[src/rtl/fr_pkg.sv]
package fr_pkg;

    typedef enum logic [2:0] {
        MD_READ     = 3'd0,
        MD_ERS_SET  = 3'd1,
        MD_AUTOSEL  = 3'd2,
        MD_PROG     = 3'd3,
        MD_ERS_CHIP = 3'd4,
        MD_ERS_SECT = 3'd5,
        MD_QUERY    = 3'd6,
        MD_INVALID  = 3'd7
    } fr_mode_e;

    typedef enum logic [1:0] {
        AW_BYTE = 2'd0,
        AW_HALF = 2'd1,
        AW_WORD = 2'd2,
        AW_WIDE = 2'd3
    } fr_width_e;

    localparam logic [15:0] ID_ABSENT = 16'h00FF;

    typedef struct packed {
        logic        valid;
        logic        drop;
        logic [31:0] data;
    } fr_resp_t;

    function automatic logic [2:0] aw_bytes(input logic [1:0] w);
        case (w)
            AW_BYTE: return 3'd1;
            AW_HALF: return 3'd2;
            default: return 3'd4;
        endcase
    endfunction

    function automatic logic is_busy_mode(input fr_mode_e m);
        return (m == MD_PROG) || (m == MD_ERS_CHIP) || (m == MD_ERS_SECT);
    endfunction

endpackage

[src/rtl/fr_lane_pack.sv]
module fr_lane_pack
    import fr_pkg::*;
(
    input  logic [31:0] arr_bytes,
    input  logic [1:0]  width,
    input  logic        big_end,
    output logic [31:0] word
);
    localparam int LANES = 4;

    logic [2:0] nbytes;
    assign nbytes = aw_bytes(width);

    for (genvar k = 0; k < LANES; k++) begin : g_lane
        logic       in_use;
        logic [1:0] be_src;
        logic [7:0] le_b;
        logic [7:0] be_b;
        assign in_use = (3'(k) < nbytes);
        assign be_src = 2'(nbytes - 3'd1 - 3'(k));
        assign le_b   = arr_bytes[8*k +: 8];
        assign be_b   = arr_bytes[8*be_src +: 8];
        assign word[8*k +: 8] = !in_use ? 8'h00 : (big_end ? be_b : le_b);
    end

endmodule

[src/rtl/fr_id_query.sv]
module fr_id_query
    import fr_pkg::*;
#(
    parameter logic [15:0] ID0 = 16'h0001,
    parameter logic [15:0] ID1 = 16'h0000,
    parameter logic [15:0] ID2 = ID_ABSENT,
    parameter logic [15:0] ID3 = ID_ABSENT,
    parameter int          CFI_DEPTH = 82,
    parameter logic [CFI_DEPTH*8-1:0] CFI_BYTES = '0
) (
    input  logic [7:0]  off,
    output logic        id_take,
    output logic [15:0] id_word,
    output logic [7:0]  q_byte
);
    localparam int IDX_W = $clog2(CFI_DEPTH * 8 + 1) + 1;

    always_comb begin
        id_take = 1'b0;
        id_word = 16'h0000;
        case (off)
            8'h00: begin id_take = 1'b1; id_word = ID0; end
            8'h01: begin id_take = 1'b1; id_word = ID1; end
            8'h02: begin id_take = 1'b1; id_word = 16'h0000; end
            8'h0E: begin id_take = (ID2 != ID_ABSENT); id_word = ID2; end
            8'h0F: begin id_take = (ID3 != ID_ABSENT); id_word = ID3; end
            default: ;
        endcase
    end

    logic             in_tab;
    logic [IDX_W-1:0] bit_idx;
    assign in_tab  = (32'(off) < CFI_DEPTH);
    assign bit_idx = in_tab ? IDX_W'({off, 3'b000}) : '0;
    assign q_byte  = in_tab ? CFI_BYTES[bit_idx +: 8] : 8'h00;

endmodule

[src/rtl/fr_status_tgl.sv]
module fr_status_tgl (
    input  logic       clk,
    input  logic       rst,
    input  logic       rd_en,
    input  logic       is_busy,
    input  logic [7:0] status_in,
    output logic [7:0] stat_byte
);
    logic tgl_q;

    always_ff @(posedge clk) begin
        if (rst)                   tgl_q <= 1'b0;
        else if (rd_en && is_busy) tgl_q <= ~tgl_q;
    end

    assign stat_byte = status_in ^ {1'b0, tgl_q, 6'b000000};

    // each status read inverts the reported bit
    a_r9_flip_per_read: assert property (@(posedge clk) disable iff (rst)
        (rd_en && is_busy) |=> (tgl_q != $past(tgl_q)));

    // no change without a status read
    a_r10_hold_otherwise: assert property (@(posedge clk) disable iff (rst)
        !(rd_en && is_busy) |=> $stable(tgl_q));

endmodule

[src/rtl/fr_read_mux.sv]
module fr_read_mux
    import fr_pkg::*;
#(
    parameter int          ADDR_W    = 16,
    parameter int          DEV_WIDTH = 2,
    parameter logic [15:0] ID0 = 16'h0001,
    parameter logic [15:0] ID1 = 16'h227E,
    parameter logic [15:0] ID2 = 16'h00FF,
    parameter logic [15:0] ID3 = 16'h2201,
    parameter int          CFI_DEPTH = 82,
    parameter logic [CFI_DEPTH*8-1:0] CFI_BYTES = '0
) (
    input  logic              clk,
    input  logic              rst,
    input  logic              rd_en,
    input  logic [ADDR_W-1:0] rd_addr,
    input  logic [1:0]        rd_width,
    input  logic              rd_be,
    input  logic [2:0]        mode,
    input  logic [7:0]        status_in,
    output logic [ADDR_W-1:0] arr_addr,
    input  logic [31:0]       arr_rdata,
    output logic              rd_valid,
    output logic [31:0]       rd_data,
    output logic              drop_mode
);
    localparam int OFF_SH = (DEV_WIDTH >= 4) ? 2 : ((DEV_WIDTH == 2) ? 1 : 0);

    fr_mode_e   mode_e;
    logic [7:0] off;
    logic [31:0] arr_word;
    logic        id_take;
    logic [15:0] id_word;
    logic [7:0]  q_byte;
    logic [7:0]  stat_byte;
    logic        busy;
    fr_resp_t    nxt, resp_q;

    assign mode_e   = fr_mode_e'(mode);
    assign busy     = is_busy_mode(mode_e);
    assign arr_addr = rd_addr;

    if (OFF_SH == 0) begin : g_off_byte
        assign off = rd_addr[7:0];
    end else begin : g_off_wide
        assign off = {{OFF_SH{1'b0}}, rd_addr[7:OFF_SH]};
    end

    fr_lane_pack u_pack (
        .arr_bytes (arr_rdata),
        .width     (rd_width),
        .big_end   (rd_be),
        .word      (arr_word)
    );

    fr_id_query #(
        .ID0(ID0), .ID1(ID1), .ID2(ID2), .ID3(ID3),
        .CFI_DEPTH(CFI_DEPTH), .CFI_BYTES(CFI_BYTES)
    ) u_idq (
        .off     (off),
        .id_take (id_take),
        .id_word (id_word),
        .q_byte  (q_byte)
    );

    fr_status_tgl u_stat (
        .clk       (clk),
        .rst       (rst),
        .rd_en     (rd_en),
        .is_busy   (busy),
        .status_in (status_in),
        .stat_byte (stat_byte)
    );

    always_comb begin
        nxt.valid = rd_en;
        nxt.drop  = rd_en && (mode_e == MD_INVALID);
        case (mode_e)
            MD_AUTOSEL:  nxt.data = id_take ? {16'h0000, id_word} : arr_word;
            MD_PROG,
            MD_ERS_CHIP,
            MD_ERS_SECT: nxt.data = {24'h000000, stat_byte};
            MD_QUERY:    nxt.data = {24'h000000, q_byte};
            default:     nxt.data = arr_word;
        endcase
    end

    always_ff @(posedge clk) begin
        if (rst) begin
            resp_q <= '0;
        end else begin
            resp_q.valid <= nxt.valid;
            resp_q.drop  <= nxt.drop;
            if (rd_en) resp_q.data <= nxt.data;
        end
    end

    assign rd_valid  = resp_q.valid;
    assign rd_data   = resp_q.data;
    assign drop_mode = resp_q.drop;

    // one result per strobe, one cycle later
    a_r2_valid_after_strobe: assert property (@(posedge clk) disable iff (rst)
        rd_en |=> rd_valid);
    a_r2_quiet_when_idle: assert property (@(posedge clk) disable iff (rst)
        !rd_en |=> (!rd_valid && $stable(rd_data)));
    // drop request only accompanies a result
    a_r5_drop_with_valid: assert property (@(posedge clk) disable iff (rst)
        drop_mode |-> rd_valid);
    // single-byte array reads leave upper bits clear
    a_r3_byte_upper_zero: assert property (@(posedge clk) disable iff (rst)
        (rd_en && rd_width == 2'd0 && mode == 3'd0) |=> (rd_data[31:8] == 24'h0));

endmodule

[config.mk]
export PLATFORM = sky130hd
export DESIGN_NAME = fr_read_mux
export DESIGN_NICKNAME = d
export VERILOG_FILES = /design/src/rtl/fr_pkg.sv /design/src/rtl/fr_lane_pack.sv /design/src/rtl/fr_id_query.sv /design/src/rtl/fr_status_tgl.sv /design/src/rtl/fr_read_mux.sv
export SDC_FILE = /design/constraint.sdc
export NUM_CORES = 1
export LEC_CHECK = 0
export ABC_AREA = 1
export BUFFER_PORTS_ARGS = -buffer_cell sky130_fd_sc_hd__clkbuf_2
export CAP_MARGIN = 5
export CORE_MARGIN = 1.5
export CORE_UTILIZATION = 53
export DETAILED_ROUTE_END_ITERATION = 16
export PLACE_DENSITY = 0.86
export SLEW_MARGIN = 20
export SYNTH_ARGS = -nofsm -noshare
export SYNTH_HDL_FRONTEND = slang
export SYNTH_SLANG_ARGS = --single-unit
[constraint.sdc]
create_clock -name clk -period 3.04 [get_ports clk]
set_input_delay 0.456 -clock clk [delete_from_list [all_inputs] [get_ports clk]]
set_output_delay 0.456 -clock clk [all_outputs]
set_load 0.02 [all_outputs]
# Yosys cells after proc, flatten, opt, wreduce, memory -nomap -nowiden
# Cells that the tools add are included.
# totals
register_bits,35
inputBits,65
output_inout_bits,50
wordCells,54
# classes
add_sub_neg,4
order_cmp,5
eq_ne,11
n_shift,5
muxes,15
n_bitwise,2
reduce_logical,8
# op_table
op,n
$shiftx A656 B12 Y8 const A,1
$shiftx A32 B6 Y8,4
$pmux W32 S3,1
$mux W8,9
$pmux W14 S4,1
$mux W32,1
$eq A7 B4 Y1 const B,2
$eq A3 B3 Y1 const B,4
$mux W10,1
$logic_not A8 Y1,1
$xor A8 B7 Y8,1
$eq A7 B1 Y1 const B,1
$eq A7 B2 Y1 const B,1
$lt A7 B7 Y1 const B,1
$eq A3 B2 Y1 const B,2
$lt A1 B3 Y1 const A,2
$lt A2 B3 Y1 const A,2
$pmux W3 S2,1
$reduce_or A4 Y1,1
$sub A2 B1 Y2 const B,2
$sub A2 B2 Y2 const B,2
$reduce_or A3 Y1,1
$eq A2 B1 Y1 const B,1
$logic_and A1 B1 Y1,2
other kinds (4),5

# Logic depth before layout (Yosys ltp)
# depth
ltp_word,9
ltp_mapped,12

# Modules after synthesis
# From an unflattened synthesis, not the netlist that was laid out.
# hier_totals
cells_unflattened,660
hier_area_um2,3669.8
# modules_own_cells
mod,n_inst,cells_per_inst,area_per_inst_um2,seq_area_each_um2
fr_read_mux,1,355,2155.8,680.7
fr_lane_pack,1,243,1146.1,0.0
fr_id_query,1,48,265.3,0.0
fr_status_tgl,1,14,102.6,20.0

# Worst setup path before layout
# No wires, ideal clock.
# synth_timing
kind,input to register
start,in rd_width[1]
end,"reg resp_q, in the netlist rd_data[0]"
setup_ns,0.117
arrival_ns,1.763
path_slack_ns,1.159
path_stages,11
path_buffers,1
path_cell_list,buf_6 > nor2_4 > inv_2 > ha_1 > inv_2 > o21ai_2 > a21oi_1 > nand2_1 > nand2_1 > a21oi_1 > nor2_1
# synth_via
elab_chain_len,8
word_cells_on_any_way,10
classes_between,1 x add/sub; 1 x order compare; 1 x eq/ne; 1 x shift; 5 x mux; 1 x reduce/logical
# synth_rtl
element,line,text
"start, declared",fr_read_mux.sv:17,"input logic [1:0] rd_width,"
$eq A2 B1 Y1 or $logic_not A2 Y1 (tied branches),fr_pkg.sv:30,case (w)
$pmux W3 S2 *,fr_pkg.sv:30,
$sub A2 B1 Y2,fr_lane_pack.sv:20,assign be_src = 2'(nbytes - 3'd1 - 3'(k));
$shiftx A32 B6 Y8,fr_lane_pack.sv:22,assign be_b = arr_bytes[8*be_src +: 8];
$mux W8,fr_lane_pack.sv:23,assign word[8*k +: 8] = !in_use ? 8'h00 : (big_end ? be_b : le_b);
$mux W8 *,fr_lane_pack.sv:23,
$mux W32,fr_read_mux.sv:79,"MD_AUTOSEL: nxt.data = id_take ? {16'h0000, id_word} : arr_word;"
$pmux W32 S3 *,fr_read_mux.sv:78,case (mode_e)
"end, declared",fr_read_mux.sv:37,"fr_resp_t nxt, resp_q;"
# Mark *: on every way between the ends. The rest lies on a longest branch, timed or not.
# A chain may end at the register's enable or synchronous reset.

# Worst setup path after layout
# layout_timing
start,in rd_width[1]
end,"reg resp_q, in the netlist rd_data[1]"
# The elaborated chain is that of the path after synthesis.

==> key figures <==
Pwr
  • P_int: roughly 0.88 mW
  • Clock power frac: 0.335
  • Psw: roughly 0.45 mW
  • Sequential power share: 0.375
  • Power Dens Cells: ~410 nW/um^2
  • Sw frac: 0.338
  • Maximum vdd ir drop: between 0.2 and 0.25 mV
  • P_leak: about 1.7 nW
  • Combinational power share: 0.291
  • Pwr Total: between 1 and 1.5 mW

Setup path
  • Reg-to-Reg Start: u_stat.tgl_q$_SDFFE_PP0P_
  • R2R depth: 4
  • CP Class: input port to register
  • Worst EP required: approximately 3200 ps
  • CP bufs+invs: 4
  • Slowest CP cell: ha_1
  • Worst path max stage delay: approximately 470 ps
  • Flop-to-flop setup slack: 2130 ps
  • Worst setup EP type: register
  • Critical R2R Capture: rd_data[6]$_SDFFE_PP0P_
  • Startpoint type of the worst setup path: input port
  • CP Cell Sequence: clkbuf_2 > inv_2 > nand2_2 > ha_1 > inv_2 > o21ai_2 > nand2_1 > nand3_1 > nand2_1 > inv_2 > a21oi_1
  • Max Fanout on Critical Path: 21
  • Worst EP arrival: 2510 ps
  • CP top delay family: buffers and inverters
  • Most common cell on crit path: inv_2

Drt
  • Antenna Nets Post-Route: 0
  • Wirelength, routed: 8.23 mm
  • Vias: ~3.3k
  • Routed wire per std cell: around 13 um
  • Initial DRC count: between 200 and 250
  • Mean number of vias per cell: around 5.4
  • Drt drc: 0
  • TritonRoute pass-1 iters: 5

Logic synthesis
  • Largest area contributor in the netlist: dfxtp_1
  • Yosys reg bits: 35
  • Yosys warnings: 0
  • Seq/Total Area, Yosys: 0.250
  • Top post-synthesis cells by area: dfxtp_1 25%, nand2_1 23%, a21oi_1 11%
  • Post-synthesis cell count: slightly below 500
  • Mapped cell area: 2800 um^2
  • Distinct cells, synth: 29
  • Synth top area share: 0.250
  • Syn Nets: about 550
  • Avg Inst Size Synth: between 5 and 6 um^2

Global route
  • Pin count of the biggest net entering global routing: 43
  • Vias in the first global route: roughly 2.8k
  • Total track usage: 0.297
  • First-pass GRT wire length: 13.0 mm
  • Initial antenna violation count: 0
  • Total gr overflow: 0

Worst hold path
  • Hold worst-path end: drop_mode$_SDFF_PP0_
  • Hold path start: mode[0]
  • Hold Crit Class: input port to register
  • Hold path depth: 3

Clock network
  • CTS sink count: 35
  • Clock transition at path regs: around 80 ps
  • Later-pin clock latency in the skew report: approximately 280 ps
  • Worst-case clock buffer depth: 2
  • Root buffer cell: clkbuf_8
  • Post_cts resized: 0
  • Cts hold-fix bufs: 0
  • Postcts setup bufs: 0
  • CTS buffer count: 5
  • TritonCTS clock tree: built
  • H-Tree Depth: 2

Floorplanning
  • Core Box Area: between 5000 and 6000 um^2
  • Area of the die: roughly 5700 um^2
  • Number of cell rows: 26
  • Die X: around 76 um
  • Die Span Y: 75.7 um
  • I/O pins: around 120
  • Starting Density: 0.548

STA
  • Worst slew pin tran: approximately 570 ps
  • Crit share post-route: 0.766
  • Final Max Tran Viols: 0
  • Max Freq: approximately 430 MHz
  • Finish-stage setup viols: 0
  • Final Hold Vio Count: 0
  • Final Skew: roughly 0.2 ps
  • Final Hold Slack: 415 ps
  • Worst slew margin: 0.619
  • RSZ-0062 raised after global routing: no
  • Period minus WS final: around 2300 ps
  • Setup TNS: 0 ps

Final layout
  • Fillers: between 500 and 600
  • Layout cell share with drive strength beyond 1: 0.237
  • FF/Latch Area: around 700 um^2
  • Fin nets: approximately 610
  • Area of the multi-input gates: about 1700 um^2
  • Count of inserted antenna diode cells: 0
  • Area grow syn2layout: 16.1%

Placement
  • I/O Buffers: between 90 and 100
  • HPWL after DPL: approximately 6.2 mm
  • Final GP Congestion: 0.934

Outcome
  • Status: completed

Job
  • Max-cap violations: 0
cell usage after synthesis:
cell type	n
nand2_1	169
a21oi_1	62
dfxtp_1	35
nand3_1	34
inv_1	31
nor2_1	28
buf_4	18
nand4_1	18
o21ai_0	12
o21ai_1	12
inv_2	11
clkbuf_1	9
buf_2	7
clkinv_1	7
o211ai_1	7
nor2_2	4
buf_6	3
nand2_4	2
nand3_4	2
a21oi_2	1
buf_1	1
ha_1	1
inv_4	1
nand2_2	1
nor2_4	1
nor3_1	1
o21ai_2	1
o21ai_4	1
xnor2_1	1
how the worst max path moves through the flow:
stage / startpoint / to / slack [ps] / cells past startpoint
5_1_grt: rd_width[1] / rd_data[4]$_SDFFE_PP0P_ / 510 / 10
3_5_place_dp: rd_width[1] / rd_data[0]$_SDFFE_PP0P_ / 450 / 11
3_3_place_gp: rd_width[1] / rd_data[0]$_SDFFE_PP0P_ / 510 / 11
4_1_cts: rd_width[1] / rd_data[0]$_SDFFE_PP0P_ / 750 / 11
6_report: rd_width[1] / rd_data[1]$_SDFFE_PP0P_ / 710 / 11
2_1_floorplan: rd_width[1] / rd_data[0]$_SDFFE_PP0P_ / 1160 / 11
metrics by stage:
stage	util	area, um^2	cells	setup slack [ps]
floorplan	-	2800	481	1160
global route	0.636	3250	618	514
global placement	0.613	3130	610	510
detailed placement	0.613	3130	610	445
finish	0.636	3250	618	711
CTS	0.636	3250	618	747
worst register-to-register path: stages (launching register included):
cell,delay (ps)
dfxtp_1,370
xnor2_1,120
o21ai_0,100
a21oi_1,140
a21oi_1,80
power groups by stage:
stage | combinational, mW | sequential, mW | clock (mW)
after global placement | 0.374 | 0.505 | 0
after detailed placement | 0.379 | 0.506 | 0
final | 0.384 | 0.496 | 0.442
after CTS | 0.381 | 0.495 | 0.448
after global routing | 0.428 | 0.499 | 0.468
after floorplan | 0.251 | 0.535 | 0
per-layer routing:
layer,GRT usage,vias up,part of all wire
met5,0,-,0
met4,0.0833,0,0.017
met3,0.0410,18,0.067
met2,0.494,133,0.46
met1,0.403,1502,0.45
li1,-,1679,-
cells in the final DEF (no fill, tap or decap), drive strengths merged:
| cell | n |
|---|---|
| nand2 | 172 |
| clkbuf | 102 |
| a21oi | 63 |
| inv | 43 |
| nand3 | 36 |
| dfxtp | 35 |
| nor2 | 33 |
| o21ai | 26 |
| nand4 | 18 |
| clkinv | 8 |
| o211ai | 7 |
| xnor2 | 1 |
| nor3 | 1 |
| ha | 1 |
| bufinv | 1 |
| buf | 1 |
sequential cells by signal, indices dropped and copies added, names as in the netlist:
signal / flops
rd_data: 32
u_stat.tgl_q: 1
rd_valid: 1
drop_mode: 1
logic make-up after synthesis:
logic type	share of synthesized area
and+or+nand+nor	0.403
AOI/OAI and AO/OA	0.185
buffers and inverters	0.154
DFF	0.250
xor gates and xnor gates	0.00313
adders and majority gates	0.00447
layout make-up:
| class | count | area share |
|---|---|---|
| flip-flops and latches | 35 | 0.216 |
| clock buffers | 6 | 0.0254 |
| multi-input cells | 358 | 0.513 |
| clock inverters | 2 | 0.0108 |
| inverters | 50 | 0.0585 |
| repair buffers | 97 | 0.150 |
| well taps | 70 | 0.0270 |
Note: power is estimated with default switching activity, not from simulation.
